File: config.mk
export PLATFORM = sky130hd
export DESIGN_NAME = inv_bus_xcvr
export DESIGN_NICKNAME = d
export VERILOG_FILES = /design/src/rtl/inv_bus_xcvr.sv
export SDC_FILE = /design/constraint.sdc
export NUM_CORES = 1
export LEC_CHECK = 0
export CAP_MARGIN = 10
export CORE_ASPECT_RATIO = 1.75
export CORE_MARGIN = 5
export CORE_UTILIZATION = 35
export CTS_CLUSTER_DIAMETER = 50
export DETAILED_ROUTE_END_ITERATION = 8
export PLACE_DENSITY = 0.71
export RECOVER_POWER = 50
export SETUP_SLACK_MARGIN = 0.15
export SLEW_MARGIN = 10
export SYNTH_ARGS = -nofsm -noshare
export SYNTH_HDL_FRONTEND = slang
export SYNTH_SLANG_ARGS = --single-unit
export TNS_END_PERCENT = 20
File: constraint.sdc
create_clock -name clk -period 1.9 [get_ports clk]
set_clock_uncertainty 0.05 [all_clocks]
set_input_delay 0.19 -clock clk [delete_from_list [all_inputs] [get_ports clk]]
set_output_delay 0.19 -clock clk [all_outputs]
set_load 0.005 [all_outputs]
File: src/rtl/inv_bus_xcvr.sv
module inv_bus_xcvr #(
  parameter int W = 8
) (
  input  logic         clk,
  input  logic         rst_n,
  input  logic         ld_ab,
  input  logic         ld_ba,
  input  logic         sel_ab,
  input  logic         sel_ba,
  input  logic         oe_ab,
  input  logic         oe_ba_n,
  input  logic [W-1:0] a_in,
  output logic [W-1:0] a_out,
  output logic         a_oe,
  input  logic [W-1:0] b_in,
  output logic [W-1:0] b_out,
  output logic         b_oe
);

  logic [W-1:0] reg_ab, reg_ba;

  always_ff @(posedge clk or negedge rst_n)
    if (!rst_n)     reg_ab <= '0;
    else if (ld_ab) reg_ab <= a_in;

  always_ff @(posedge clk or negedge rst_n)
    if (!rst_n)     reg_ba <= '0;
    else if (ld_ba) reg_ba <= b_in;

  assign b_out = ~(sel_ab ? reg_ab : a_in);
  assign a_out = ~(sel_ba ? reg_ba : b_in);
  assign b_oe  = rst_n & oe_ab;
  assign a_oe  = rst_n & ~oe_ba_n;

endmodule


==> run_results.csv <==
group,metric,value,unit
outcome,status,"finished, final reports clean",
worst_hold_path,holdCritPathClass,"in2async",
route,vias,594,
timing,totalNegativeSetupSlack,0,ps
worst_setup_path,reg2reg_depth,1,
synth,avgSynthCellArea,15.76,sq um
synth,yosysUniqueCellTypes,7,
finish,fillerInstances,218,
timing,worst_pin_slew,612.7,ps
power_and_ir_drop,p_sw,180.5,uW
placed_design,port_buffers,41,
finish,seq_area,400.4,sq um
synth,ys_async_sr_fraction,1.000,
worst_setup_path,r2r_slack,1070,ps
power_and_ir_drop,vdd_ir_drop_max,513.4,uV
clocking,clockBufferDepth,2,
clocking,cts_buffers,3,
run,drv_cap,0,
die,start_util,0.3696,
clocking,cts_setup_buffers,0,
synth,synthFlopType,"dfrtp_1",
timing,fin_crit,1783,ps
synth,ys_ff_latch,16,
die,die_width,47.27,um
synth,synth_warnings,0,
power_and_ir_drop,p_per_area,647.3,mW/mm^2
placed_design,gp_congestion,0.6207,
synth,ys_seq_area_frac,0.4706,
power_and_ir_drop,seqPwrFrac,0.459,
synth,synth_largest_area_cell,"dfrtp_1",
clocking,clkSinkCount,16,
finish,fin_nets,125,
timing,timing.fmax,560.8,MHz
global_routing,grt_max_degree,13,
power_and_ir_drop,p_clk_frac,0.271,
clocking,postCtsHoldBufs,0,
worst_setup_path,worstSetupPathType,"in2out",
synth,synthTopCellsByArea,"dfrtp_1, mux2_4, mux2i_1",
worst_setup_path,start_kind,"input pin",
synth,synthTopCellsByCount,"dfrtp_1, mux2_4, mux2i_1, buf_4, buf_6",
synth,syn-cell-area,850.8,sq um
route,drt_iter0_markers,6,
finish,drive_above_1_share,0.1414,
power_and_ir_drop,leakagePower,0.0006147,uW
worst_setup_path,cp_max_fo,8,
global_routing,grt_pass1_vias,697,
clocking,path_clk_slew,60,ps
die,rows,23,
route,postRouteAntennaNets,0,
timing,layout_worst_path_cycle_share,0.9385,
worst_setup_path,worstPathRequired,1660,ps
die,io_pins,42,
power_and_ir_drop,p_comb_frac,0.270,
worst_setup_path,crit_arrival,1540,ps
worst_setup_path,critPathCaptureType,"output port",
global_routing,groute.usage.overall,0.1122,
power_and_ir_drop,switching_share,0.2109,
die,dieArea,0.003556,sq mm
finish,area_delta_synth_final,55.44,%
global_routing,grt_pass1_wl,2946,um
die,core,0.002302,sq mm
timing,finalHoldViolCount,0,
synth,syn_nets,78,
timing,final_max_slew_viol_count,0,
route,wl,1743,um
route,drc,0,
timing,setup_violations,0,
global_routing,antenna_found_initial,0,
power_and_ir_drop,internal_power,675.5,uW
clocking,insertion_delay,240,ps
timing,rsz0062_at_grt,"yes",
synth,synth-edff-count,0,
die,fp.dieH,75.23,um
route,avgRoutedWirePerCell,14.06,um
placed_design,hpwl,1529,um
worst_setup_path,worstReg2RegStart,"reg_ab[5]",
route,first_pass_iters,2,
clocking,cts_root_buffer,"clkbuf_8",
finish,diodes,0,
timing,timing.slew.headroom,0.5915,
power_and_ir_drop,total_power,856.1,uW
clocking,htree_levels,1,
synth,post-synth-top-area-fraction,0.4706,
clocking,tritoncts,"built",
global_routing,gr-total-overflow,0,
synth,postSynthCellCount,54,
route,vias_per_cell,4.790,
worst_setup_path,rr_endpoint,"reg_ab[5]",
finish,multi_input_area,386.6,sq um
[final cells by class]
class / count / area share
timing repair buffer: 46 / 0.3500
tap: 25 / 0.02365
multi-input combinational: 34 / 0.2923
sequential: 16 / 0.3027
clock buffer: 3 / 0.03122
[worst max path at each step]
stage / startpoint / to / slack (ps)
2_1_floorplan: sel_ba / a_out[0] / 1100
3_3_place_gp: sel_ab / b_out[0] / 80
3_5_place_dp: sel_ab / b_out[0] / 100
4_1_cts: sel_ab / b_out[5] / 100
5_1_grt: sel_ab / b_out[3] / 60
6_report: sel_ab / b_out[5] / 120
[layer usage]
| metal | routed length (um) | GRT usage | vias to the layer above |
|---|---|---|---|
| met4 | 0 | 0.02769 | 0 |
| met3 | 166 | 0.03349 | 0 |
| met2 | 960 | 0.2000 | 26 |
| met5 | 0 | 0 | - |
| li1 | - | - | 281 |
| met1 | 617 | 0.1246 | 287 |
[cell usage in the layout (no fill, tap or decap), drive strengths merged]
cell type,n
dfrtp,16
dlygate4sd3,2
clkdlybuf4s50,34
buf,2
clkbuf,6
dlymetal6s2s,2
and2,1
dlygate4sd2,3
mux2i,16
nor2b,1
mux2,16
[per-stage QoR]
step / hold WS [ps] / util / worst slack [ps] / instance area, sq um / cells
3_5_place_dp: 447.5 / 0.5723 / 95.56 / 1318 / 121
3_3_place_gp: 442.1 / 0.5723 / 82.49 / 1318 / 121
2_1_floorplan: -155.6 / - / 1101 / 850.8 / 54
4_1_cts: 308.8 / 0.5886 / 104.9 / 1355 / 124
5_1_grt: 434.4 / 0.5745 / 62.85 / 1323 / 124
6_report: 380.7 / 0.5745 / 116.9 / 1323 / 124
[timing repair]
item,4_1_cts,5_1_grt
setup endpoints to repair,16,13
resized for setup,3,2
hold endpoints to repair,0,0
[registers in the layout, indices dropped and copies added, names as in the netlist]
register and flops:
reg_ab 8, reg_ba 8
[cells by family after synthesis]
group	synth area share
buf+inv	0.04411
flops	0.4706
mux	0.4706
simple gates	0.01472
[power by group through the flow]
stage | registers [uW] | logic, uW | clock network, uW
after global routing | 398 | 252 | 260
after CTS | 395 | 257 | 242
after floorplan | 394 | 111 | 0
final | 393 | 231 | 232
after global placement | 398 | 256 | 0
after detailed placement | 399 | 260 | 0
[worst max-delay path: stages]
cell and delay (ps):
clkdlybuf4s50_1 510, buf_12 140, mux2i_1 180, clkdlybuf4s50_1 520
Note: power is estimated with default switching activity, not from simulation.
